### src/rtl/ilb_pkg.sv
package ilb_pkg;

    localparam int unsigned PIN_COUNT = 6;
    localparam int unsigned BYTE_W    = 8;
    localparam int unsigned SPARE_W   = BYTE_W - PIN_COUNT;
    localparam int unsigned SYNC_DEPTH = 2;

    typedef logic [PIN_COUNT-1:0] pin_vec_t;
    typedef logic [BYTE_W-1:0]    reg_byte_t;

    typedef enum logic {
        SEL_DIR   = 1'b0,
        SEL_LATCH = 1'b1
    } reg_sel_e;

    typedef struct packed {
        logic     wr_dir;
        logic     wr_latch;
        pin_vec_t wr_pins;
    } wr_cmd_t;

    // pin i occupies byte bit (BYTE_W-1-i); spare low bits are zero
    function automatic reg_byte_t pins_to_byte(input pin_vec_t p);
        reg_byte_t b;
        b = '0;
        for (int i = 0; i < PIN_COUNT; i++) begin
            b[BYTE_W-1-i] = p[i];
        end
        return b;
    endfunction

    function automatic pin_vec_t byte_to_pins(input reg_byte_t b);
        pin_vec_t p;
        for (int i = 0; i < PIN_COUNT; i++) begin
            p[i] = b[BYTE_W-1-i];
        end
        return p;
    endfunction

endpackage

### src/rtl/ilb_sync.sv
module ilb_sync #(
    parameter int unsigned WIDTH  = 6,
    parameter int unsigned STAGES = 2
) (
    input  logic             clk,
    input  logic             rst,
    input  logic [WIDTH-1:0] async_in,
    output logic [WIDTH-1:0] sync_out
);

    logic [WIDTH-1:0] stage_q [STAGES];

    generate
        for (genvar s = 0; s < STAGES; s++) begin : g_stage
            if (s == 0) begin : g_first
                always_ff @(posedge clk) begin
                    if (rst) stage_q[s] <= '0;
                    else     stage_q[s] <= async_in;
                end
            end else begin : g_next
                always_ff @(posedge clk) begin
                    if (rst) stage_q[s] <= '0;
                    else     stage_q[s] <= stage_q[s-1];
                end
            end
        end
    endgenerate

    assign sync_out = stage_q[STAGES-1];

endmodule

### src/rtl/ilb_dir_reg.sv
module ilb_dir_reg
    import ilb_pkg::*;
(
    input  logic     clk,
    input  logic     rst,
    input  wr_cmd_t  cmd,
    output pin_vec_t dir_q
);

    always_ff @(posedge clk) begin
        if (rst) begin
            dir_q <= '0;
        end else if (cmd.wr_dir) begin
            dir_q <= cmd.wr_pins;
        end
    end

endmodule

### src/rtl/ilb_latch_reg.sv
module ilb_latch_reg
    import ilb_pkg::*;
(
    input  logic     clk,
    input  logic     rst,
    input  wr_cmd_t  cmd,
    input  logic     capture,
    input  pin_vec_t sync_pins,
    input  pin_vec_t dir_q,
    output pin_vec_t ilr_q
);

    pin_vec_t ilr_d;

    generate
        for (genvar i = 0; i < PIN_COUNT; i++) begin : g_bit
            always_comb begin
                ilr_d[i] = ilr_q[i];
                if (dir_q[i]) begin
                    if (cmd.wr_latch) ilr_d[i] = cmd.wr_pins[i];
                end else begin
                    if (capture) ilr_d[i] = sync_pins[i];
                end
            end
        end
    endgenerate

    always_ff @(posedge clk) begin
        if (rst) ilr_q <= '0;
        else     ilr_q <= ilr_d;
    end

endmodule

### src/rtl/ilb_read_mux.sv
module ilb_read_mux
    import ilb_pkg::*;
(
    input  reg_sel_e  sel,
    input  pin_vec_t  dir_q,
    input  pin_vec_t  ilr_q,
    output reg_byte_t rd_byte
);

    always_comb begin
        unique case (sel)
            SEL_DIR:   rd_byte = pins_to_byte(dir_q);
            SEL_LATCH: rd_byte = pins_to_byte(ilr_q);
            default:   rd_byte = '0;
        endcase
    end

endmodule

### src/rtl/ilb_latch_bank.sv
module ilb_latch_bank
    import ilb_pkg::*;
(
    input  logic                 clk,
    input  logic                 rst,
    input  logic                 wr_en,
    input  logic                 wr_sel,
    input  logic [BYTE_W-1:0]    wr_data,
    input  logic                 capture,
    input  logic                 rd_sel,
    output logic [BYTE_W-1:0]    rd_data,
    input  logic [PIN_COUNT-1:0] pin_in,
    output logic [PIN_COUNT-1:0] pin_oe,
    output logic [PIN_COUNT-1:0] pin_out
);

    wr_cmd_t  cmd;
    pin_vec_t sync_pins;
    pin_vec_t dir_q;
    pin_vec_t ilr_q;
    reg_sel_e rd_src;

    always_comb begin
        cmd.wr_dir   = wr_en && (reg_sel_e'(wr_sel) == SEL_DIR);
        cmd.wr_latch = wr_en && (reg_sel_e'(wr_sel) == SEL_LATCH);
        cmd.wr_pins  = byte_to_pins(wr_data);
    end

    assign rd_src = reg_sel_e'(rd_sel);

    ilb_sync #(
        .WIDTH  (PIN_COUNT),
        .STAGES (SYNC_DEPTH)
    ) u_sync (
        .clk      (clk),
        .rst      (rst),
        .async_in (pin_in),
        .sync_out (sync_pins)
    );

    ilb_dir_reg u_dir (
        .clk   (clk),
        .rst   (rst),
        .cmd   (cmd),
        .dir_q (dir_q)
    );

    ilb_latch_reg u_latch (
        .clk       (clk),
        .rst       (rst),
        .cmd       (cmd),
        .capture   (capture),
        .sync_pins (sync_pins),
        .dir_q     (dir_q),
        .ilr_q     (ilr_q)
    );

    ilb_read_mux u_rd (
        .sel     (rd_src),
        .dir_q   (dir_q),
        .ilr_q   (ilr_q),
        .rd_byte (rd_data)
    );

    assign pin_oe  = dir_q;
    assign pin_out = ilr_q & dir_q;

endmodule

### config.mk
export PLATFORM = sky130hd
export DESIGN_NAME = ilb_latch_bank
export DESIGN_NICKNAME = d
export VERILOG_FILES = /design/src/rtl/ilb_pkg.sv /design/src/rtl/ilb_sync.sv /design/src/rtl/ilb_dir_reg.sv /design/src/rtl/ilb_latch_reg.sv /design/src/rtl/ilb_read_mux.sv /design/src/rtl/ilb_latch_bank.sv
export SDC_FILE = /design/constraint.sdc
export NUM_CORES = 1
export LEC_CHECK = 0
export ABC_AREA = 1
export BUFFER_PORTS_ARGS = -buffer_cell sky130_fd_sc_hd__buf_2
export CAP_MARGIN = 20
export CORE_ASPECT_RATIO = 0.8
export CORE_MARGIN = 8
export CORE_UTILIZATION = 40
export DETAILED_ROUTE_END_ITERATION = 12
export PLACE_DENSITY = 0.74
export SLEW_MARGIN = 15
export SYNTH_ARGS = -nofsm -noshare
export SYNTH_HDL_FRONTEND = slang
export SYNTH_SLANG_ARGS = --single-unit
export TNS_END_PERCENT = 50
### constraint.sdc
create_clock -name clk -period 1.1 [get_ports clk]
set_clock_uncertainty 0.05 [all_clocks]
set_input_delay 0.11 -clock clk [delete_from_list [all_inputs] [get_ports clk]]
set_output_delay 0.11 -clock clk [all_outputs]
set_load 0.02 [all_outputs]
==> key figures <==
Run status
  – Status: finished, violations left
  – Violations in the final reports: hold timing, setup timing

Logic synthesis
  – Library cell with the highest instance count after synthesis: nand2_1
  – Yosys warning total: 0
  – Netlist cell types: 13
  – Share of synthesized cell area in and, or, nand and nor gates: 0.3778
  – Multiplexer fraction of the synthesized cell area: 0
  – Number of instances in the synthesized netlist: 188
  – Synthesized area: 1172 um2
  – Commonest cells post-synth: nand2_1 (60), nor2_1 (36), inv_1 (31)
  – Post-synthesis adder-cell area fraction: 0
  – Xor-xnor portion of the synthesized cell area: 0
  – Number of enable flip-flop cells after synthesis: 0
  – Largest family of logic cells by synthesized area: simple AND/OR/NAND/NOR gates
  – Synthesized flop and latch total: 24
  – Async set-or-reset flop fraction in the synthesized netlist: 0
  – Post-Syn Area per Cell: 6.236 um2
  – Top FF cell, synth: dfxtp_1
  – Top cell type by total area after synthesis: dfxtp_1
  – Fraction of the mapped netlist area in compound gates: 0.05123
  – Yosys top cell area share: 0.4098
  – Largest cells by area after synthesis: dfxtp_1 (41%), nand2_1 (19%), nor2_1 (12%), inv_1 (9.9%), nand3_1 (5.1%)
  – Post-synthesis sequential area ratio: 0.4098

Timing
  – Min Clock Period, post-route: 1.217 ns
  – Setup violations, final: 11
  – Final Hold Fails: 2
  – Final worst hold slack: -0.007606 ns
  – Worst-case setup margin in the final layout: -0.1168 ns
  – RSZ-0062 raised after global routing: true
  – Number of max-slew violations in the final report: 0
  – Highest clock rate: 821.8 MHz
  – Share of the clock period used by the worst path: 1.106

Clock tree
  – Worst-Skew Late Latency: 0.32 ns
  – CTS Buffer Depth: 2
  – TritonCTS buffer count: 3
  – H-tree depth reported by CTS: 1
  – Reg clk slew, reported paths: 0.14 ns
  – Root cell of the clock tree: clkbuf_4
  – Sinks on the clock net: 24
  – CTS tree: yes

Hold path
  – Worst hold-check path type: input port to register

Place
  – Port-buffer cells: 35
  – Routability cong.: 0.7838
  – HPWL Detailed: 1.984 mm
  – Area after DPL: 1395 um2

Setup path
  – Sort of element at the start of the critical path: register
  – Slowest stage cell on the critical path: dfxtp_2
  – Top cell family by delay on the critical path: flip-flops
  – Crit path largest cell delay: 0.38 ns
  – Crit Path Category: register to output port
  – Maximum fanout along the worst path: 3
  – Critical Path Most Common Cell: buf_6
  – Cells traversed along the worst timing path: buf_6 > nand2_1 > inv_1 > buf_6
  – Buffer and inverter count on the worst path: 3
  – Type of destination of the critical path: output port
  – Arrival time at the worst endpoint: 1.06 ns
  – Data required time at the worst endpoint: 0.94 ns

Floorplanning
  – Die Width: 76.53 um
  – Chip height: 64.42 um
  – Effective utilization at floorplan: 0.4240
  – Boundary Pins: 40
  – Area of the core: 2765 um2
  – DIE AREA: 4930 um2
  – Row Count: 17

Pwr
  – Psw: 0.5801 mW
  – Leakage power: 0.9592 nW
  – Internal portion of total power: 1.532 mW
  – Switching Fraction: 0.2746
  – Combinational cell fraction of total power: 0.239
  – Register share of total power: 0.455
  – Clock power frac: 0.306
  – PD cells: 1188 nW/um2
  – Peak supply drop: 0.8959 mV

GRT
  – Total global-route track usage: 0.1225
  – Number of global-route vias before repair: 1,146
  – Final global-route overflow total: 0
  – Wire length of the first global-routing pass: 5.057 mm
  – Initial antenna violation count: 0
  – Pin count of the biggest net entering global routing: 15

Drt
  – DRC errors left: 0
  – Number of search-and-repair iterations in the first detailed-routing pass: 4
  – Average routed wire per standard cell: 10.69 um
  – DR vias: 1,236
  – Initial detailed-routing violation count: 87
  – Vias per cell: 4.352
  – Wire length reported by the detailed router: 3.036 mm
  – Routed Antenna Nets: 0

Cells and area
  – Layout cells sized above 1: 0.3415
  – Number of nets in the layout: 267
  – Finished layout cell area: 1778 um2
  – Relative area change from synthesis to final layout: 51.65%
  – Diode insertion count for antenna repair: 0

Flow run
  – Maximum capacitance violations: 0
## worst reg2reg max path: stages, from the launching register on
cell     delay (ns)
dfxtp_4        0.41
inv_4          0.04
buf_4          0.12
buf_6          0.11
nand2_1        0.06
nand3_1        0.07
nand2_1        0.06
nor2_1         0.05
## registers in the layout, indices dropped and copies added (netlist names)
register / cells
u_dir.dir_q: 6
u_latch.ilr_q: 6
u_sync.stage_q: 12
## cells in the final DEF (no fill, tap or decap), drive strengths merged, types with 2 or more instances in the layout
cell	n
nor2	36
buf	52
dlygate4sd3	8
nand3	12
conb	2
nand2	62
o21ai	12
dfxtp	24
clkbuf	3
inv	33
## cells by family (layout without fill, tap and decap cells)
family,count (synthesis),in the layout
flip-flops,24,24
other,1,2
AO/OA/AOI/OAI,12,12
buffers and inverters,41,98
AND/OR/NAND/NOR,110,110
## stage by stage
step / utilization / setup slack, ns / power (mW) / setup TNS [ns] / instances
after detailed placement: 0.5045 / 0.09961 / 1.350 / 0 / 260
after CTS: 0.6163 / -0.09471 / 2.081 / -0.5274 / 281
after global placement: 0.5045 / 0.1123 / 1.343 / 0 / 260
after floorplan: - / -0.03181 / 1.234 / -0.09500 / 189
after global routing: 0.6430 / -0.1412 / 2.221 / -1.350 / 284
final: 0.6430 / -0.1168 / 2.112 / -0.5745 / 284
## cell type report
type | count | area, um2
clock buffers | 3 | 22.52
well taps | 38 | 47.55
inverters | 34 | 140.1
flip-flops and latches | 24 | 501.7
clock inverters | 1 | 30.03
repair buffers | 60 | 504.2
multi-input cells | 124 | 531.8
fillers | 244 | 987.2
## power by group through the flow
stage	registers [mW]	clock network, mW	logic, mW
floorplan	0.993	0	0.241
global placement	0.976	0	0.367
detailed placement	0.976	0	0.374
CTS	0.959	0.647	0.474
global route	0.970	0.690	0.561
finish	0.961	0.647	0.505
## metal layers
metal	global-route usage	wire, um	vias up
met5	0	0	-
met4	0.02871	17	0
met3	0.05647	258	2
met2	0.2102	1469	41
met1	0.1364	1291	532
li1	-	-	661
## final timing paths
kind	start	endpoint	slack (ns)	depth (start not counted)
max reg2reg	u_dir.dir_q[3]	u_latch.ilr_q[3]	0.05	7
min	wr_data[7]	u_dir.dir_q[0]	-0.008	3
max	u_dir.dir_q[1]	pin_out[1]	-0.12	4
min reg2reg	u_sync.stage_q[0][4]	u_sync.stage_q[1][4]	0.36	2
## timing repair
item	in CTS	in global routing
resized for setup	47	18
setup buffers	9	3
hold endpoints to repair	8	0
pin swaps	6	7
setup endpoints to repair	17	16
hold buffers	8	0
Power figures use the tool's default switching activity.
